### src/rtl/pf_pkg.sv
package pf_pkg;
   typedef enum logic [0:0] {
      LK_IDLE  = 1'b0,
      LK_STALL = 1'b1
   } lk_state_e;

   function automatic int unsigned id_width(input int unsigned n);
      return (n > 1) ? $clog2(n) : 1;
   endfunction
endpackage

### src/rtl/pf_lru.sv
module pf_lru #(
   parameter int unsigned NUM = 4,
   localparam int unsigned IW = pf_pkg::id_width(NUM)
) (
   input  logic          clk,
   input  logic          rst_n,
   input  logic          touch_i,
   input  logic [IW-1:0] touch_id_i,
   output logic [IW-1:0] victim_o
);
   logic [IW-1:0] age_q [NUM];

   always_ff @(posedge clk) begin
      if (!rst_n) begin
         for (int i = 0; i < NUM; i++) age_q[i] <= IW'(i);
      end else if (touch_i) begin
         for (int i = 0; i < NUM; i++) begin
            if (IW'(i) == touch_id_i)                age_q[i] <= '0;
            else if (age_q[i] < age_q[touch_id_i])   age_q[i] <= age_q[i] + 1'b1;
         end
      end
   end

   always_comb begin
      victim_o = '0;
      for (int i = 0; i < NUM; i++)
         if (age_q[i] == IW'(NUM - 1)) victim_o = IW'(i);
   end
endmodule

### src/rtl/pf_stream_buf.sv
module pf_stream_buf #(
   parameter int unsigned ADDR_W = 16,
   parameter int unsigned DATA_W = 32,
   parameter int unsigned DEPTH  = 4,
   localparam int unsigned CW = $clog2(DEPTH + 1)
) (
   input  logic              clk,
   input  logic              rst_n,
   input  logic              flush_i,
   input  logic [ADDR_W-1:0] base_i,
   input  logic              pop_i,
   input  logic              push_i,
   input  logic              fill_i,
   input  logic [ADDR_W-1:0] fill_addr_i,
   input  logic [DATA_W-1:0] fill_data_i,
   output logic              head_vld_o,
   output logic              head_rdy_o,
   output logic [ADDR_W-1:0] head_addr_o,
   output logic [DATA_W-1:0] head_data_o,
   output logic              can_issue_o,
   output logic [ADDR_W-1:0] next_addr_o
);
   logic              act_q, act_d;
   logic [CW-1:0]     cnt_q, cnt_d;
   logic [ADDR_W-1:0] nxt_q, nxt_d;
   logic              rdy_q [DEPTH];
   logic              rdy_d [DEPTH];
   logic [ADDR_W-1:0] tag_q [DEPTH];
   logic [ADDR_W-1:0] tag_d [DEPTH];
   logic [DATA_W-1:0] dat_q [DEPTH];
   logic [DATA_W-1:0] dat_d [DEPTH];

   always_comb begin
      act_d = act_q;
      cnt_d = cnt_q;
      nxt_d = nxt_q;
      rdy_d = rdy_q;
      tag_d = tag_q;
      dat_d = dat_q;
      // data return lands on the pending entry carrying the same tag
      if (fill_i) begin
         for (int i = 0; i < DEPTH; i++) begin
            if (CW'(i) < cnt_q && !rdy_q[i] && tag_q[i] == fill_addr_i) begin
               rdy_d[i] = 1'b1;
               dat_d[i] = fill_data_i;
            end
         end
      end
      if (pop_i) begin
         for (int i = 0; i < DEPTH - 1; i++) begin
            rdy_d[i] = rdy_d[i+1];
            tag_d[i] = tag_d[i+1];
            dat_d[i] = dat_d[i+1];
         end
         rdy_d[DEPTH-1] = 1'b0;
         cnt_d = cnt_d - 1'b1;
      end
      if (push_i) begin
         for (int i = 0; i < DEPTH; i++) begin
            if (CW'(i) == cnt_d) begin
               rdy_d[i] = 1'b0;
               tag_d[i] = nxt_q;
            end
         end
         cnt_d = cnt_d + 1'b1;
         nxt_d = nxt_q + 1'b1;
      end
      if (flush_i) begin
         act_d = 1'b1;
         cnt_d = '0;
         nxt_d = base_i;
         for (int i = 0; i < DEPTH; i++) rdy_d[i] = 1'b0;
      end
   end

   always_ff @(posedge clk) begin
      if (!rst_n) begin
         act_q <= 1'b0;
         cnt_q <= '0;
         nxt_q <= '0;
         for (int i = 0; i < DEPTH; i++) begin
            rdy_q[i] <= 1'b0;
            tag_q[i] <= '0;
            dat_q[i] <= '0;
         end
      end else begin
         act_q <= act_d;
         cnt_q <= cnt_d;
         nxt_q <= nxt_d;
         rdy_q <= rdy_d;
         tag_q <= tag_d;
         dat_q <= dat_d;
      end
   end

   assign head_vld_o  = (cnt_q != '0);
   assign head_rdy_o  = (cnt_q != '0) && rdy_q[0];
   assign head_addr_o = tag_q[0];
   assign head_data_o = dat_q[0];
   assign can_issue_o = act_q && (cnt_q < CW'(DEPTH));
   assign next_addr_o = nxt_q;
endmodule

### src/rtl/stream_prefetcher.sv
module stream_prefetcher #(
   parameter int unsigned ADDR_W      = 16,
   parameter int unsigned DATA_W      = 32,
   parameter int unsigned NUM_STREAMS = 4,
   parameter int unsigned DEPTH       = 4
) (
   input  logic              clk,
   input  logic              rst_n,
   input  logic              miss_valid_i,
   input  logic [ADDR_W-1:0] miss_addr_i,
   output logic              lookup_busy_o,
   output logic              resp_valid_o,
   output logic              resp_hit_o,
   output logic [DATA_W-1:0] resp_data_o,
   input  logic              demand_busy_i,
   output logic              pf_req_valid_o,
   output logic [ADDR_W-1:0] pf_req_addr_o,
   input  logic              pf_req_ack_i,
   input  logic              pf_rsp_valid_i,
   input  logic [DATA_W-1:0] pf_rsp_data_i
);
   import pf_pkg::*;
   localparam int unsigned IW = id_width(NUM_STREAMS);

   generate
      if (!(NUM_STREAMS == 1 || NUM_STREAMS == 4 || NUM_STREAMS == 8)) begin : g_bad_streams
         initial $error("NUM_STREAMS must be 1, 4 or 8");
      end
      if (DEPTH < 2) begin : g_bad_depth
         initial $error("DEPTH must be at least 2");
      end
   endgenerate

   logic [NUM_STREAMS-1:0] head_vld, head_rdy, can_issue, flush, pop, push, fill;
   logic [ADDR_W-1:0]      head_addr [NUM_STREAMS];
   logic [ADDR_W-1:0]      next_addr [NUM_STREAMS];
   logic [DATA_W-1:0]      head_data [NUM_STREAMS];
   logic [ADDR_W-1:0]      base;
   logic                   outst_q;
   logic [IW-1:0]          outst_id_q;
   logic [ADDR_W-1:0]      outst_addr_q;

   assign base = miss_addr_i + ADDR_W'(1);

   for (genvar g = 0; g < NUM_STREAMS; g++) begin : g_buf
      assign fill[g] = pf_rsp_valid_i && outst_q && (outst_id_q == IW'(g));
      pf_stream_buf #(.ADDR_W(ADDR_W), .DATA_W(DATA_W), .DEPTH(DEPTH)) u_buf (
         .clk        (clk),
         .rst_n      (rst_n),
         .flush_i    (flush[g]),
         .base_i     (base),
         .pop_i      (pop[g]),
         .push_i     (push[g]),
         .fill_i     (fill[g]),
         .fill_addr_i(outst_addr_q),
         .fill_data_i(pf_rsp_data_i),
         .head_vld_o (head_vld[g]),
         .head_rdy_o (head_rdy[g]),
         .head_addr_o(head_addr[g]),
         .head_data_o(head_data[g]),
         .can_issue_o(can_issue[g]),
         .next_addr_o(next_addr[g])
      );
   end

   // lowest-numbered stream wins both the head match and the issue slot
   logic          any_hit, any_iss;
   logic [IW-1:0] hit_id, iss_id;
   always_comb begin
      any_hit = 1'b0;
      hit_id  = '0;
      any_iss = 1'b0;
      iss_id  = '0;
      for (int s = NUM_STREAMS - 1; s >= 0; s--) begin
         if (head_vld[s] && head_addr[s] == miss_addr_i) begin
            any_hit = 1'b1;
            hit_id  = IW'(s);
         end
         if (can_issue[s]) begin
            any_iss = 1'b1;
            iss_id  = IW'(s);
         end
      end
   end

   // lookup control
   lk_state_e     st_q, st_d;
   logic [IW-1:0] sel_q, sel_d;
   logic          touch;
   logic [IW-1:0] touch_id, victim;
   logic          rv_d, rh_d;
   logic [DATA_W-1:0] rd_d;

   pf_lru #(.NUM(NUM_STREAMS)) u_lru (
      .clk       (clk),
      .rst_n     (rst_n),
      .touch_i   (touch),
      .touch_id_i(touch_id),
      .victim_o  (victim)
   );

   always_comb begin
      st_d     = st_q;
      sel_d    = sel_q;
      pop      = '0;
      flush    = '0;
      touch    = 1'b0;
      touch_id = '0;
      rv_d     = 1'b0;
      rh_d     = 1'b0;
      rd_d     = '0;
      if (st_q == LK_IDLE && miss_valid_i) begin
         if (any_hit && head_rdy[hit_id]) begin
            pop[hit_id] = 1'b1;
            touch       = 1'b1;
            touch_id    = hit_id;
            rv_d        = 1'b1;
            rh_d        = 1'b1;
            rd_d        = head_data[hit_id];
         end else if (any_hit) begin
            st_d  = LK_STALL;
            sel_d = hit_id;
         end else begin
            flush[victim] = 1'b1;
            touch         = 1'b1;
            touch_id      = victim;
            rv_d          = 1'b1;
         end
      end else if (st_q == LK_STALL && head_rdy[sel_q]) begin
         pop[sel_q] = 1'b1;
         touch      = 1'b1;
         touch_id   = sel_q;
         rv_d       = 1'b1;
         rh_d       = 1'b1;
         rd_d       = head_data[sel_q];
         st_d       = LK_IDLE;
      end
   end

   always_ff @(posedge clk) begin
      if (!rst_n) begin
         st_q         <= LK_IDLE;
         sel_q        <= '0;
         resp_valid_o <= 1'b0;
         resp_hit_o   <= 1'b0;
         resp_data_o  <= '0;
      end else begin
         st_q         <= st_d;
         sel_q        <= sel_d;
         resp_valid_o <= rv_d;
         resp_hit_o   <= rh_d;
         resp_data_o  <= rd_d;
      end
   end

   assign lookup_busy_o = (st_q == LK_STALL);

   // prefetch issue: one outstanding, demand traffic has priority
   assign pf_req_valid_o = !demand_busy_i && !outst_q && any_iss;
   assign pf_req_addr_o  = next_addr[iss_id];

   always_comb begin
      push = '0;
      if (pf_req_valid_o && pf_req_ack_i) push[iss_id] = 1'b1;
   end

   always_ff @(posedge clk) begin
      if (!rst_n) begin
         outst_q      <= 1'b0;
         outst_id_q   <= '0;
         outst_addr_q <= '0;
      end else if (pf_req_valid_o && pf_req_ack_i) begin
         outst_q      <= 1'b1;
         outst_id_q   <= iss_id;
         outst_addr_q <= pf_req_addr_o;
      end else if (pf_rsp_valid_i) begin
         outst_q      <= 1'b0;
      end
   end
endmodule

### config.mk
export PLATFORM = sky130hd
export DESIGN_NAME = stream_prefetcher
export DESIGN_NICKNAME = d
export VERILOG_FILES = /design/src/rtl/pf_pkg.sv /design/src/rtl/pf_lru.sv /design/src/rtl/pf_stream_buf.sv /design/src/rtl/stream_prefetcher.sv
export SDC_FILE = /design/constraint.sdc
export NUM_CORES = 2
export LEC_CHECK = 0
export ABC_AREA = 1
export ABC_CLOCK_PERIOD_IN_PS = 9700
export BUFFER_PORTS_ARGS = -buffer_cell sky130_fd_sc_hd__buf_2
export CORE_AREA = 2 2 358 360
export CTS_CLUSTER_SIZE = 20
export DETAILED_ROUTE_END_ITERATION = 12
export DIE_AREA = 0 0 360 362
export HOLD_SLACK_MARGIN = 0.1
export PLACE_DENSITY_LB_ADDON = 0.3
export SETUP_SLACK_MARGIN = 0.02
export SYNTH_ARGS = -nofsm -noshare
export SYNTH_HDL_FRONTEND = slang
export SYNTH_HIERARCHICAL = 1
export SYNTH_SLANG_ARGS = --single-unit
### constraint.sdc
create_clock -name clk -period 9.7 [get_ports clk]
set_input_delay 0.97 -clock clk [delete_from_list [all_inputs] [get_ports clk]]
set_output_delay 0.97 -clock clk [all_outputs]
set_load 0.005 [all_outputs]
# After elaboration in Yosys (flattened, before gate mapping)
# Memory sizes are Yosys's and may differ from the RTL's.
# Index checks and enable logic that the tools add are counted.
classes:
  add_sub_neg: 17
  order_cmp: 35
  n_eq_ne: 43
  n_mux: 219
  bitwise: 14
  n_reduce_logical: 115
ops:
  columns: ["operator", "count"]
  rows:
  - ["32-bit 2-to-1 mux", 23]
  - ["128-bit 2-to-1 mux", 4]
  - ["16-bit 2-to-1 mux", 26]
  - ["96-bit 2-to-1 mux", 4]
  - ["16-bit equality test", 20]
  - ["64-bit 2-to-1 mux", 4]
  - ["48-bit 2-to-1 mux", 4]
  - ["32-bit binary-select mux with 2-bit select", 2]
  - ["1-bit 2-to-1 mux", 96]
  - ["16-bit by 1-bit adder with 16-bit output (second input constant)", 5]
  - ["4-bit 2-to-1 mux", 19]
  - ["1-bit logical AND", 59]
  - ["2-bit 2-to-1 mux", 22]
  - ["16-bit binary-select mux with 2-bit select", 1]
  - ["2-bit nonzero test", 14]
  - ["2-bit by 3-bit equality test with 1-bit output (first input constant)", 8]
  - ["1-bit by 3-bit < comparator with 1-bit output (first input constant)", 8]
  - ["2-bit by 3-bit < comparator with 1-bit output (first input constant)", 8]
  - ["3-bit 2-to-1 mux", 8]
  - ["1-bit logical NOT", 18]
  - ["2-bit AND reduction", 8]
  - ["3-bit by 1-bit adder with 3-bit output (second input constant)", 4]
  - ["1-bit by 3-bit equality test with 1-bit output (first input constant)", 4]
  - ["3-bit logical NOT", 4]
  - ["other kinds (21)", 70]
totals:
  ff_bits: 920
  ramBits: 8
  elab_cells: 512
  memories: 1
mem_list:
  columns: ["name", "words", "width", "rd", "rd_clocked_by_memory_dff", "write_ports", "line", "rtl"]
  rows:
  - ["u_lru.age_q", 4, 2, 5, 0, 4, "pf_lru.sv:11", "logic [IW-1:0] age_q [NUM];"]

# Depth between registers and ports, before layout
# An unclocked memory read counts as a cell.
logic_depth:
  ltp_word: 19
  ltp_mapped: 29

# Modules after synthesis
# The synthesis kept the hierarchy.
by_module_without_submodules:
  columns: ["module", "n_inst", "cells_each", "area_per_inst_um2"]
  rows:
  - ["pf_stream_buf at g_buf[2].u_buf ...", 2, 1872, 12104.1]
  - ["pf_stream_buf at g_buf[1].u_buf", 1, 1877, 12160.4]
  - ["pf_stream_buf at g_buf[0].u_buf", 1, 1871, 12125.4]
  - ["stream_prefetcher", 1, 1387, 7403.4]
  - ["pf_lru", 1, 89, 700.7]

# Least setup slack after synthesis
# Ideal clock, no wire load.
synth_timing:
  path_kind: "input port to flip-flop"
  startpoint: "input port miss_addr_i[5]"
  endpoint: "register g_buf[1].u_buf/tag_q[0] (netlist bit)"
  arrival_time_ns: 4.200
  setup_slack_ns: 5.372
  path_stages: 27
  n_path_buf: 4
  cell_sequence: "buf_4 > inv_2 > nand2_1 > nand2_1 > nor2_1 > nand2_1 > nor2_1 > nand2_1 > nor2_2 > nand2_1 > nand2_2 > nand2_4 > nand3_1 > nand2_2 > nor2_8 > nand3_2 > o22ai_1 > buf_2 > inv_2 > clkbuf_1 > o21ai_0 > ha_1 > ha_1 > nand2_1 > inv_1 > clkbuf_1 > a21oi_1"
synth_between:
  elab_chain_len: 15
synth_lines:
  columns: ["element", "line", "rtl"]
  rows:
  - ["start, declared", "stream_prefetcher.sv:10", "input logic [ADDR_W-1:0] miss_addr_i,"]
  - ["16-bit equality test", "stream_prefetcher.sv:75", "if (head_vld[s] && head_addr[s] == miss_addr_i) begin"]
  - ["1-bit logical AND", "stream_prefetcher.sv:75", null]
  - ["2-bit 2-to-1 mux (4 in a row)", "stream_prefetcher.sv:75", null]
  - ["2-bit by 3-bit < comparator with 1-bit output (not written as such) or 2-bit by 1-bit greater-or-equal comparator with 1-bit output (tied branches)", "stream_prefetcher.sv:114", "pop[hit_id] = 1'b1;"]
  - ["1-bit logical AND (not written as such)", "stream_prefetcher.sv:114", null]
  - ["1-bit 2-to-1 mux (not written as such)", "stream_prefetcher.sv:114", null]
  - ["1-bit demux with 2-bit select", "stream_prefetcher.sv:114", null]
  - ["4-bit 2-to-1 mux (*)", "stream_prefetcher.sv:113", "if (any_hit && head_rdy[hit_id]) begin"]
  - ["4-bit 2-to-1 mux (*)", "stream_prefetcher.sv:112", "if (st_q == LK_IDLE && miss_valid_i) begin"]
  - ["via pop[1]", "stream_prefetcher.sv:34", "logic [NUM_STREAMS-1:0] head_vld, head_rdy, can_issue, flush, pop, push, fill;"]
  - ["3-bit 2-to-1 mux (*)", "pf_stream_buf.sv:49", "if (pop_i) begin"]
  - ["2-bit by 3-bit equality test with 1-bit output (*)", "pf_stream_buf.sv:60", "if (CW'(i) == cnt_d) begin"]
  - ["2-bit AND reduction (no line) (*)", null, null]
  - ["end signal, assigned", "pf_stream_buf.sv:91", "tag_q <= tag_d;"]
  - ["end, declared", "pf_stream_buf.sv:28", "logic [ADDR_W-1:0] tag_q [DEPTH];"]
# Mark *: on every way through the listed nets, which the timed path passes. The rest lies on a longest branch. The select of a mux whose other input is x is not followed.
# A chain may end at the register's enable or synchronous reset.

# Final worst setup path
layout_timing:
  startpoint: "register g_buf[1].u_buf.cnt_q[0]"
  endpoint: "register g_buf[2].u_buf/tag_q[8] (netlist bit)"
layout_between:
  elab_chain_len: 13
layout_lines:
  columns: ["element", "line", "rtl"]
  rows:
  - ["start, declared", "pf_stream_buf.sv:24", "logic [CW-1:0] cnt_q, cnt_d;"]
  - ["start signal, assigned", "pf_stream_buf.sv:88", "cnt_q <= cnt_d;"]
  - ["3-bit nonzero test (*)", "pf_stream_buf.sv:96", "assign head_vld_o = (cnt_q != '0);"]
  - ["via head_vld[1]", "stream_prefetcher.sv:34", null]
  - ["1-bit logical AND", "stream_prefetcher.sv:75", null]
  - ["2-bit 2-to-1 mux (2 in a row)", "stream_prefetcher.sv:75", null]
  - ["2-bit by 3-bit < comparator with 1-bit output (not written as such) or 2-bit by 1-bit greater-or-equal comparator with 1-bit output (tied branches)", "stream_prefetcher.sv:114", null]
  - ["1-bit logical AND (not written as such)", "stream_prefetcher.sv:114", null]
  - ["1-bit 2-to-1 mux (not written as such)", "stream_prefetcher.sv:114", null]
  - ["1-bit demux with 2-bit select", "stream_prefetcher.sv:114", null]
  - ["4-bit 2-to-1 mux", "stream_prefetcher.sv:113", null]
  - ["4-bit 2-to-1 mux (*)", "stream_prefetcher.sv:112", null]
  - ["via pop[2]", "stream_prefetcher.sv:34", null]
  - ["3-bit 2-to-1 mux (*)", "pf_stream_buf.sv:49", null]
  - ["2-bit by 3-bit equality test with 1-bit output (*)", "pf_stream_buf.sv:60", null]
  - ["2-bit AND reduction (no line) (*)", null, null]
  - ["end signal, assigned", "pf_stream_buf.sv:91", null]
  - ["end, declared", "pf_stream_buf.sv:28", null]
# Marks and branches as above.

==> run summary <==
The flow ran to the end, but the final reports show violations. The final reports fail on capacitance limit. Relative to the synthesized area, the layout overhead comes to 5.582%. The net total in the final layout was 8640; the setup-violating endpoint count in the final report was 0. Biggest area consumer among synthesized cells: dfxtp_1. STA classifies the critical path startpoint as a flip-flop. For this design the top-level I/O count stands at 106. For the final database, setup skew stands at 0.04105 ns.

Kind of end point of the critical path: a flip-flop. For this design the static power due to leakage is 24.51 nW. Data on the critical path arrives at its endpoint at 7.75 ns. The mean post-synth cell area is 6.311 µm². The root buffer cell chosen for the clock tree is clkbuf_16. The total design power was 9.614 mW; the areal power density over the cells was 160.9 mW/mm². The number of antenna violations at the first check in global routing was 15.

Startpoint of the most critical setup path: g_buf[1].u_buf/cnt_q[0]. Start-to-end type of the worst setup path: flip-flop to flip-flop. The number of CTS-inserted buffers came out at 106. Along the worst path, the maximum fanout reaches 208. Setup repair after global routing left no endpoint under its margin. The run gives 3 as the maximum number of buffers from clock root to sink.

The count of buffers added by post-CTS timing repair for setup was 0. The most used flip-flop cell after synthesis is dfxtp_1. The cell count after placement came out at 10096.

The type of the worst min-delay path was flip-flop to flip-flop. The top cell types in the final layout, fill and taps aside, are 2002 x nand2_1, 1039 x inv_1, 974 x nand3_1, 920 x dfxtp_1, 895 x a21oi_1. TritonCTS built the clock tree. The time the worst path needs with I/O delays and setup works out to 7.172 ns. Of the cells placed in the final design, the portion with a size suffix greater than 1 is 7.419%. The run gives 161200 µm as the post-DP HPWL. The worst stage delay on the critical path came out at 0.58 ns.

In this run the tool buffered the top-level ports with 105 buffer cells. Max-capacitance violation count: 1. The worst path uses 73.94% of the clock period. Among all stages on the critical path, the largest delay is contributed by buf_12.

For the final routed database, the setup TNS stands at 0 ns. For this run, design rule violations remaining after detail routing come to 0. The H-tree was split into 3 levels.

The number of enable-type register cells in the synthesized netlist is 8, and the count of synthesis-stage warnings from yosys is 6. In this run the core area contains 131 standard-cell rows. The headroom to the max-slew limit came out at 2.003%.

The count of cell types in the netlist is 51. In this run the most critical hold path is launched from g_buf[1].u_buf/act_q. The floorplan step set the die width to 360 µm. The run gives 0 as the number of gates given a new drive strength after cts. Clock latency of the later-clocked register in the worst-skew pair: 0.75 ns. In the final routed layout, each cell accounts on average for 23.14 µm. Number of hold-slack violations in the final timing report: 0.

Based on the critical path, the design can be clocked at up to 0.1394 GHz. The initial utilization of the core area, before any placement, comes to 44.67%. The synthesized design devotes to its leading area cell type 32.54% of total area. In this run, the number of DRC markers left after iteration 0 of detailed routing was 8029.

The global placer's final weighted congestion was 0.9953. The core region is 0.1267 mm². For this run, the register share of the synthesized area comes to 32.97%.

The number of hold buffers added after CTS was 0. Leaving out fill and tap cells, the most frequent cell in the layout is nand2_1. At the worst endpoint, the required time is 10.28 ns. The tree built by TritonCTS fans out to 928 sinks. By instance count, the cell type seen most on the critical path is nand2_1. In this run the remaining antenna-violating nets after routing total 0. After clock tree synthesis, the clock-pin slew on the worst setup and hold paths is 0.06 ns.

In the routed layout, each cell is associated on average with a via count of 5.856. The height of the die came out at 362 µm. The tools report the number of search-and-repair iterations in the first detailed-routing pass as 6. At the pin with the least slew margin, the transition time is 1.452 ns. The fraction of the core area covered by cells at the end of the flow was 47.16%. The total of flip-flops plus latches after synthesis is 928. The finished layout holds 10291 standard cells, fillers aside. The worst hold path passes through 2 cells. After detailed routing, the total wire length is 238200 µm. The run gives 13273 as the number of filler instances in the final layout.

Global routing consumed, over all layers together, 35.03% of the routing resources. The number of pins with negative max-slew slack in the final report is 0. Sorting the synthesized cells by area gives the leading types as dfxtp_1 33%, nand2_1 13%, nand3_1 8.6%.

The maximum vdd drop is 0.1419 mV. The cell area after technology mapping is 0.05660 mm². The run gives 349500 µm as the wire length of the first global-routing pass. The detailed-route via count is 60261, and the number of cells produced by synthesis is 8968. Entering global routing, the biggest net connects 212 pins.

The die covers 0.1303 mm². The run gives 53549 as the number of global-route vias before repair. Flip-flop and latch area: 0.01866 mm². The startpoint identified for the worst register-to-register timing path is g_buf[1].u_buf/cnt_q[0]. Counting flops with an async set or reset pin after synthesis yields a share of 0%.

Synthesized netlist net count: 9066. The number of cells on the worst reg-to-reg path is 24. Traced cell by cell, the critical path runs through inv_1 > ha_1 > nand2_1 > nand2_1 > nor2_1 > nand3b_1 > nor2_1 > nand2_1 > nand2_2 > nand2_4 > nand3_1 > nand2_2 > nor2_8 > nand3_2 > o22ai_4 > buf_12 > xnor2_1 > inv_1 > ha_1 > ha_1 > nand2_1 > inv_1 > o21ai_0 > a21oi_1. For this run the aggregate overflow at the end of global routing stands at 0. Summing all multi-input logic gate instances after layout gives 0.02948 mm².
final timing paths:
| kind | to | slack, ns |
|---|---|---|
| max | g_buf[2].u_buf/tag_q[8] | 2.53 |
| min | g_buf[1].u_buf/act_q | 0.45 |
| max reg2reg | g_buf[2].u_buf/tag_q[8] | 2.53 |
| min reg2reg | g_buf[1].u_buf/act_q | 0.45 |
where the power goes:
part	leakage, nW	switching [mW]	internal [mW]
registers	7.49	0.0655	3.86
clock network	1.73	1.75	2.39
logic	15.3	1.26	0.295
total	24.5	3.07	6.54
critical path: cells and delay by family, from the launching register on:
family	cells	cell delay [ns]
compound gates	3	0.62
xor+xnor	1	0.28
flops	1	0.43
simple gates	13	3.56
fa+ha+maj	3	0.65
buf+inv	4	1.20
sequential cells by signal, summed over array words and instances, names as in the netlist, 2 cells and up:
name,cells
g_buf.u_buf/rdy_q,16
g_buf.u_buf/head_addr_o,64
g_buf.u_buf/next_addr_o,64
u_lru/age_q,8
g_buf.u_buf/head_data_o,128
g_buf.u_buf/act_q,4
g_buf.u_buf/tag_q,192
g_buf.u_buf/dat_q,384
outst_addr_q,16
sel_q,2
resp_data_o,32
outst_id_q,2
g_buf.u_buf/cnt_q,12
synth_stat cells, types with 2 or more instances:
cell	count
a211oi_1	2
a21oi_1	896
a221oi_1	6
a22oi_1	38
a31oi_1	22
buf_1	72
buf_2	198
buf_4	216
buf_6	21
clkbuf_1	238
clkinv_1	34
dfxtp_1	920
edfxtp_1	8
ha_1	44
inv_1	1041
inv_2	145
inv_4	2
nand2_1	2002
nand2_2	22
nand2_4	2
nand3_1	974
nand3_2	12
nand3_4	2
nand3b_1	16
nand4_1	483
nor2_1	649
nor2_2	32
nor2_4	17
nor3_1	55
nor3_2	4
nor3b_1	5
nor3b_2	7
nor4_1	5
o2111ai_1	23
o211ai_1	5
o21ai_0	482
o21ai_1	82
o21bai_1	2
o221ai_1	6
o22ai_1	16
o311ai_0	16
xnor2_1	56
xor2_1	82
routing by layer:
layer	vias up	track usage, %	share of wire [%]
met4	10	14.64	4.3
met5	-	0	0.027
met2	3202	52.16	42
met1	28183	48.95	42
li1	28332	-	-
met3	534	7.223	11
per-stage QoR:
step | hold WS, ns | worst slack [ns] | instance area (µm²)
floorplan | 0.4324 | 5.372 | 56600
global placement | 0.4399 | 2.339 | 56180
detailed placement | 0.4470 | 2.250 | 56180
CTS | 0.4553 | 2.777 | 59750
global route | 0.4822 | 2.221 | 59750
finish | 0.4522 | 2.528 | 59760
kinds of logic after synthesis:
family / Yosys count / synth area share (%)
simple gates: 4294 / 33.97
fa+ha+maj: 44 / 0.9727
buf+inv: 1967 / 15.20
compound gates: 1597 / 14.76
xor+xnor: 138 / 2.136
flops: 928 / 32.97
layout make-up:
| type | instances | share of cell area, % |
|---|---|---|
| Multi-Input combinational cell | 6073 | 49.33 |
| Sequential cell | 928 | 31.22 |
| Inverter | 1222 | 7.699 |
| Clock buffer | 162 | 5.314 |
| Tap cell | 1662 | 3.480 |
| Timing Repair Buffer | 211 | 2.291 |
| Clock inverter | 31 | 0.6575 |
| Antenna cell | 2 | 0.008375 |
Power figures use the tool's default switching activity.
